File: src/rtl/dma_act_pkg.sv
package dma_act_pkg;
  localparam int CMD_W      = 2;
  localparam int MODE_W     = 2;
  localparam int CTRL_W     = 8;
  localparam int VEC_W      = 8;
  // control bit positions decoded by the interrupt unit
  localparam int CTL_ON_MATCH = 0;
  localparam int CTL_ON_END   = 1;
  localparam int CTL_STATUS   = 5;
  // cause code occupies vector bits 2:1
  localparam int CODE_LSB   = 1;
  localparam int CODE_W     = 2;

  typedef enum logic [CODE_W-1:0] {
    CAUSE_NONE  = 2'b00,
    CAUSE_MATCH = 2'b01,
    CAUSE_END   = 2'b10
  } irq_cause_e;
endpackage

File: src/rtl/dma_run_gate.sv
module dma_run_gate
  import dma_act_pkg::*;
#(
  parameter int BYPASS_MODE = 1
) (
  input  logic [CMD_W-1:0]  cmd,
  input  logic              chan_en,
  input  logic [MODE_W-1:0] op_mode,
  input  logic              rdy_pol,
  input  logic              ext_ready,
  input  logic              match_flag,
  input  logic              end_flag,
  output logic              run_ok
);
  logic not_ready;
  logic pol_ok;
  logic search_hit;

  always_comb begin
    not_ready  = ~ext_ready;
    pol_ok     = (op_mode == MODE_W'(BYPASS_MODE)) || (rdy_pol == not_ready);
    search_hit = cmd[CMD_W-1] & match_flag;
    run_ok     = (|cmd) & chan_en & ~end_flag & ~search_hit & pol_ok;
  end
endmodule

File: src/rtl/dma_run_reg.sv
module dma_run_reg (
  input  logic clk,
  input  logic rst,
  input  logic run_ok,
  input  logic ext_ready,
  output logic working,
  output logic start_pulse
);
  logic ready_q;
  logic ready_drop;
  logic run_next;

  // plain sample of the ready line; valid after the first edge in reset
  always_ff @(posedge clk) ready_q <= ext_ready;

  always_comb begin
    ready_drop = ready_q & ~ext_ready;
    run_next   = run_ok & ~ready_drop;
  end

  always_ff @(posedge clk) begin
    if (rst) begin
      working     <= 1'b0;
      start_pulse <= 1'b0;
    end else begin
      working     <= run_next;
      start_pulse <= run_next & ~working;
    end
  end
endmodule

File: src/rtl/dma_irq_unit.sv
module dma_irq_unit
  import dma_act_pkg::*;
(
  input  logic              clk,
  input  logic              rst,
  input  logic              irq_en,
  input  logic [CTRL_W-1:0] irq_ctrl,
  input  logic [VEC_W-1:0]  irq_base,
  input  logic              match_flag,
  input  logic              end_flag,
  input  logic              irq_ack,
  output logic              irq_req,
  output logic [VEC_W-1:0]  irq_vector
);
  localparam logic [VEC_W-1:0] CODE_MASK = VEC_W'(((1 << CODE_W) - 1) << CODE_LSB);

  irq_cause_e       cause;
  logic [VEC_W-1:0] vec_next;
  logic [VEC_W-1:0] vec_q;

  always_comb begin
    cause = CAUSE_NONE;
    if (irq_en) begin
      if (irq_ctrl[CTL_ON_MATCH] && match_flag)   cause = CAUSE_MATCH;
      else if (irq_ctrl[CTL_ON_END] && end_flag)  cause = CAUSE_END;
    end
    if (irq_ctrl[CTL_STATUS])
      vec_next = (irq_base & ~CODE_MASK) | (VEC_W'(cause) << CODE_LSB);
    else
      vec_next = irq_base;
  end

  always_ff @(posedge clk) begin
    if (rst) begin
      irq_req <= 1'b0;
      vec_q   <= '0;
    end else if (irq_req) begin
      if (irq_ack) irq_req <= 1'b0;
    end else if (cause != CAUSE_NONE) begin
      irq_req <= 1'b1;
      vec_q   <= vec_next;
    end
  end

  assign irq_vector = (irq_req && irq_ack) ? vec_q : '0;
endmodule

File: src/rtl/dma_activity_irq.sv
module dma_activity_irq
  import dma_act_pkg::*;
#(
  parameter int BYPASS_MODE = 1
) (
  input  logic              clk,
  input  logic              rst,
  input  logic [CMD_W-1:0]  cmd,
  input  logic              chan_en,
  input  logic [MODE_W-1:0] op_mode,
  input  logic              rdy_pol,
  input  logic              ext_ready,
  input  logic              match_flag,
  input  logic              end_flag,
  input  logic              irq_en,
  input  logic [CTRL_W-1:0] irq_ctrl,
  input  logic [VEC_W-1:0]  irq_base,
  input  logic              irq_ack,
  output logic              working,
  output logic              start_pulse,
  output logic              irq_req,
  output logic [VEC_W-1:0]  irq_vector
);
  logic run_ok;

  dma_run_gate #(.BYPASS_MODE(BYPASS_MODE)) u_gate (
    .cmd(cmd), .chan_en(chan_en), .op_mode(op_mode), .rdy_pol(rdy_pol),
    .ext_ready(ext_ready), .match_flag(match_flag), .end_flag(end_flag),
    .run_ok(run_ok)
  );

  dma_run_reg u_run (
    .clk(clk), .rst(rst), .run_ok(run_ok), .ext_ready(ext_ready),
    .working(working), .start_pulse(start_pulse)
  );

  dma_irq_unit u_irq (
    .clk(clk), .rst(rst), .irq_en(irq_en), .irq_ctrl(irq_ctrl),
    .irq_base(irq_base), .match_flag(match_flag), .end_flag(end_flag),
    .irq_ack(irq_ack), .irq_req(irq_req), .irq_vector(irq_vector)
  );
endmodule

File: config.mk
export PLATFORM = sky130hd
export DESIGN_NAME = dma_activity_irq
export DESIGN_NICKNAME = d
export VERILOG_FILES = /design/src/rtl/dma_act_pkg.sv /design/src/rtl/dma_run_gate.sv /design/src/rtl/dma_run_reg.sv /design/src/rtl/dma_irq_unit.sv /design/src/rtl/dma_activity_irq.sv
export SDC_FILE = /design/constraint.sdc
export NUM_CORES = 1
export LEC_CHECK = 0
export BUFFER_PORTS_ARGS = -buffer_cell sky130_fd_sc_hd__buf_2
export CORE_UTILIZATION = 36
export CTS_BUF_LIST = sky130_fd_sc_hd__clkbuf_16
export CTS_CLUSTER_DIAMETER = 200
export DETAILED_ROUTE_END_ITERATION = 7
export GPL_ROUTABILITY_DRIVEN = 0
export PLACE_DENSITY = 0.77
export RECOVER_POWER = 100
export SYNTH_ARGS = -nofsm -noshare
export SYNTH_HDL_FRONTEND = slang
export SYNTH_SLANG_ARGS = --single-unit
File: constraint.sdc
create_clock -name clk -period 1.1 [get_ports clk]
set_clock_uncertainty 0.05 [all_clocks]
set_input_delay 0.22 -clock clk [delete_from_list [all_inputs] [get_ports clk]]
set_output_delay 0.22 -clock clk [all_outputs]
set_load 0.005 [all_outputs]
After elaboration in Yosys (flattened, before gate mapping)
Cells that the tools add are included.
W data, S select, Z words.
Word-level totals
  register bits: 12
  bits in latches: 0
  RAM bits: 0
  ROM bits: 0
  output and inout bits: 11
  logic and storage cells: 37
  memories kept: 0
Cells by class
  add/sub/neg operators: 0
  $mul: 0
  divide/modulo/power cells: 0
  $lt $le $gt $ge: 0
  equality and inequality tests: 2
  shifts and indexed selects: 0
  mux-type cells: 8
  bitwise operators: 15
  reduce and logical (&&, ||, !) cells: 7
Operator list (number)
  $mux W8: 2
  $and A1 B1 Y1: 8
  $or A8 B3 Y8: 1
  $mux W2: 3
  $not A1 Y1: 6
  $logic_and A1 B1 Y1: 3
  $mux W1: 3
  $eq A2 B1 Y1 const B: 1
  $reduce_and A2 Y1: 1
  $reduce_bool A2 Y1: 1
  $reduce_or A2 Y1: 1
  $eq A1 B1 Y1: 1
  $logic_or A1 B1 Y1: 1

Longest topological paths before layout
  depth in word-level cells: 7
  mapped depth: 4

By module
From an unflattened synthesis, not the netlist that was laid out.
Second synthesis, totals
  cells, all modules: 67
  area, all modules: 650.6 um^2
Modules (own cells, without submodules)
  dma_irq_unit: instances 1, cells an instance 55, area each 508.0 um^2
  dma_run_reg: instances 1, cells an instance 6, area each 96.3 um^2
  dma_run_gate: instances 1, cells an instance 6, area each 46.3 um^2

Least setup slack after synthesis
Ideal clock, no wire load.
  path type: reg2reg
  start point: reg u_irq.irq_req
  end point: reg u_irq.vec_q[2]
  setup time: 0.119 ns
  data arrival time: 0.928 ns
  required time: 0.931 ns
  path slack: 0.004 ns
  stages on the path, launching flop included: 5
  clock period less this slack: 1.096 ns
  cells stage by stage: dfxtp_1 -> clkbuf_2 -> nand2b_4 -> nor2_4 -> o221a_1
On the way
  word-level cells in the longest chain between the ends: 2
Ends and longest elaborated chain
  from (decl): RTL line dma_irq_unit.sv:12  | output logic irq_req,
  from (signal assigned): RTL line dma_irq_unit.sv:35  | irq_req <= 1'b0;
  from (signal assigned): RTL line dma_irq_unit.sv:38  | if (irq_ack) irq_req <= 1'b0;
  from (signal assigned): RTL line dma_irq_unit.sv:40  | irq_req <= 1'b1;
  $not A1 Y1 (no source line)
  $reduce_and A2 Y1 (no source line)
  to (signal assigned): RTL line dma_irq_unit.sv:41  | vec_q <= vec_next;
  to (decl): RTL line dma_irq_unit.sv:19  | logic [VEC_W-1:0] vec_q;
Every way passes these cells.
A chain may end at the register's enable or synchronous reset.

Worst setup path after layout
  start point: reg u_irq.irq_req
  end point: out irq_vector[5]
On the way
  word-level cells in the longest chain between the ends: 2
Ends and longest elaborated chain
  $logic_and A1 B1 Y1: RTL line dma_irq_unit.sv:45  | assign irq_vector = (irq_req && irq_ack) ? vec_q : '0;
  $mux W8: RTL line dma_irq_unit.sv:45
  to (decl): RTL line dma_activity_irq.sv:22  | output logic [VEC_W-1:0] irq_vector
Every way passes these cells.

==> impl_metrics.tcl <==
set metrics [dict create \
    grt.total_usage_pct 19.8 \
    via_per_inst 5.46 \
    coreArea_mm2 0.00156 \
    reg2reg_setup_slack_ns 0.03 \
    rr_endpoint "u_irq.vec_q[7]" \
    met1_usage_pct 23.7 \
    start_util_pct 39.6 \
    slew_headroom_pct 81.6 \
    hold_violations 0 \
    combPwrFrac_pct 15.4 \
    clk_latency_ns 0.24 \
    crit_buf_inv 2 \
    pin_count 40 \
    post_drt_wl_per_cell_um 14.1 \
    setup_viol 9 \
    fp.dieW_um 43.4 \
    hold_slack_ns 0.0858 \
    min_path_type "in -> reg" \
    finalInstanceArea_mm2 0.00102 \
    drv_cap 0 \
    grtUsageMet2_pct 33.0 \
    synth_edf_count 0 \
    fin_crit_sh_pct 115 \
    p_switching_uw 326 \
    cts_tree "done" \
    cp_num_cells 3 \
    synth_nets 96 \
    cpMaxStageDelayCell "dfxtp_4" \
    grt_overflow_total 0 \
    violations "design-rule violations, negative setup slack" \
    leakage_uw 0.000455 \
    place_hpwl_um 1130 \
    cp.required_ns 0.83 \
    crit_path_end "irq_vector[5]" \
    critical_path.top_delay_family "flip-flops" \
    period_needed_ns 1.26 \
    fin_util_pct 65.2 \
    rows 14 \
    yosysSeqAreaShare_pct 38.9 \
    worstSetupStartpointType "register" \
    cts_buffers 3 \
    fin_ws_ns -0.165 \
    startpoint "u_irq.irq_req" \
    drtIter0Drc 9 \
    dieHeight_um 43.4 \
    synth_area_um2 617 \
    power_frac_clock_pct 50.2 \
    status "finished with violations" \
    powerDensity_mw_per_mm2 1350 \
    numPortBuffers 34 \
    sw_frac_of_total_pct 23.8 \
    fmax_mhz 791 \
    grt_max_degree 10 \
    synth.yosys.warnings 0 \
    cts.clk_slew.worst_paths_ns 0.05 \
    synth_cell_types 29 \
    netlist_instances 67 \
    worst_pin_slew_ns 0.275 \
    grt_setup_unrepaired "true" \
    layout-drive-gt1-share_pct 57.0 \
    busiest_layer "met2" \
    synth.area.top_cells "dfxtp_1 39%, and3_1 8.1%, a21oi_1 5.7%, nand3_1 4.9%, a22oi_4 3.4%" \
    drc_errors 4 \
    fin_nets 137 \
    synth_top_area_share_pct 38.9 \
    crit_fanout 5 \
    ant_nets 0 \
    placed_cell_area_um2 823 \
    grt_pass1_wl_um 2710 \
    internal_power_uw 1040 \
    syn_avg_cell_area_um2 9.21 \
    yosysTopAreaCell "dfxtp_1" \
    postRouteWirelength_um 1740 \
    synth-seq-cells 12 \
    dr.pass1.iters 6 \
    use_met3_pct 3.75 \
    final.setup.tns_ns -1.19 \
    ctsHoldBuffers 0 \
    grt_pass1_vias 644 \
    clockBufferDepth 2 \
    r2r-start "u_irq.irq_req" \
    vias 671 \
    path_class "reg -> out" \
    rr_worst_depth 4 \
    cts.sinks 12 \
    antenna_found_initial 0 \
    dieArea_mm2 0.00188 \
    ys.flop_type "dfxtp_1" \
    max_stage_delay_ns 0.35 \
    critPathCaptureType "output pin" \
    async_flop_share_pct 0 \
    drv_slew 0 \
    power_frac_seq_pct 34.4 \
    htreeDepth 1 \
    peakVddDrop_mv 0.910 \
    cpMostUsedCell "buf_6" \
    areaGrowthSynthToFinish_pct 64.7 \
    root_buffer "clkbuf_16" \
    n_antenna_cell 0 \
    critPathArrivalTime_ns 0.99 \
    path_cells "buf_6, and3_4, buf_6" \
]
[routing by layer]
| layer | wire length, um | vias up |
|---|---|---|
| met3 | 73 | 4 |
| met2 | 905 | 23 |
| met4 | 18 | 0 |
| met5 | 0 | - |
| li1 | - | 328 |
| met1 | 740 | 316 |
[kinds of logic (layout without fill, tap and decap cells)]
group,count (synthesis),in the layout,synth area share (%)
simple gates,26,26,27.0
compound gates,22,22,27.4
flops,12,12,38.9
buf+inv,6,46,5.27
xor+xnor,1,1,1.42
[worst min-delay path by stage]
stage	start	endpoint	slack, ns	cells past startpoint
6_report	ext_ready	u_run.ready_q	0.09	1
5_1_grt	ext_ready	u_run.ready_q	0.09	1
4_1_cts	ext_ready	u_run.ready_q	0.06	1
3_5_place_dp	ext_ready	u_run.ready_q	0.31	1
3_3_place_gp	ext_ready	u_run.ready_q	0.30	1
2_1_floorplan	ext_ready	u_run.ready_q	0.20	0
[power groups by stage]
stage / clock network (uW) / registers (uW) / logic (uW)
after floorplan: 0 / 474 / 100
after global placement: 0 / 475 / 184
after detailed placement: 0 / 476 / 188
after CTS: 689 / 470 / 193
after global routing: 718 / 474 / 230
final: 687 / 470 / 211
[stage by stage]
stage | setup WS, ns | power [uW] | instances
3_3_place_gp | -0.0104 | 660 | 119
5_1_grt | -0.185 | 1420 | 123
2_1_floorplan | 0.00360 | 574 | 67
3_5_place_dp | -0.0128 | 665 | 119
4_1_cts | -0.143 | 1350 | 123
6_report | -0.165 | 1370 | 123
[registers in the layout (all words and copies together), names as in the netlist]
name and count:
u_run.ready_q 1, u_run.working 1, u_run.start_pulse 1, u_irq.vec_q 8
u_irq.irq_req 1
[final cells by class]
type / count / area [um^2]
Fill cell: 133 / 543
Multi-Input combinational cell: 49 / 402
Timing Repair Buffer: 39 / 260
Sequential cell: 12 / 244
Clock buffer: 3 / 75.1
Tap cell: 16 / 20.0
Inverter: 3 / 11.3
Clock inverter: 1 / 3.75
[cell usage after synthesis, types with 2 or more instances]
library cell  number
dfxtp_1           12
nand3_1            6
o21ai_1            3
a21oi_1            7
o21ai_0            4
nand2_1            2
nand2b_1           2
and3_1             8
inv_1              3
[cells in the final DEF, fill, tap and decap left out]
| master | n |
|---|---|
| o2111ai_1 | 1 |
| nand2b_1 | 2 |
| o21ai_0 | 4 |
| nor2b_1 | 1 |
| inv_1 | 3 |
| a22oi_4 | 1 |
| a2bb2oi_1 | 1 |
| buf_4 | 2 |
| clkinv_1 | 1 |
| and3_4 | 7 |
| nand4_1 | 1 |
| and2b_2 | 1 |
| nand3_2 | 2 |
| clkbuf_1 | 2 |
| and3_1 | 1 |
| buf_2 | 25 |
| nor2_1 | 1 |
| o21ai_1 | 3 |
| dfxtp_1 | 11 |
| nor3_2 | 1 |
| nor3b_1 | 1 |
| o21a_1 | 1 |
| nor2_4 | 1 |
| clkbuf_16 | 3 |
| buf_6 | 10 |
| o221a_1 | 1 |
| xor2_1 | 1 |
| a21oi_1 | 4 |
| dfxtp_4 | 1 |
| nand2_1 | 2 |
| nand2b_4 | 1 |
| a311oi_2 | 1 |
| a22o_4 | 1 |
| nand3_1 | 4 |
| a21oi_2 | 4 |
[repair_timing]
item,CTS,global route
pin swaps,1,3
buffers inserted,0,0
gates resized for setup,5,20
setup endpoints to repair,9,14
[worst register-to-register path, stage by stage (launching register included)]
cell and delay (ns):
dfxtp_4 0.35, and2b_2 0.24, buf_6 0.13, nand3_2 0.08, a21oi_2 0.14
No activity file was read; power rests on OpenSTA's default activity.
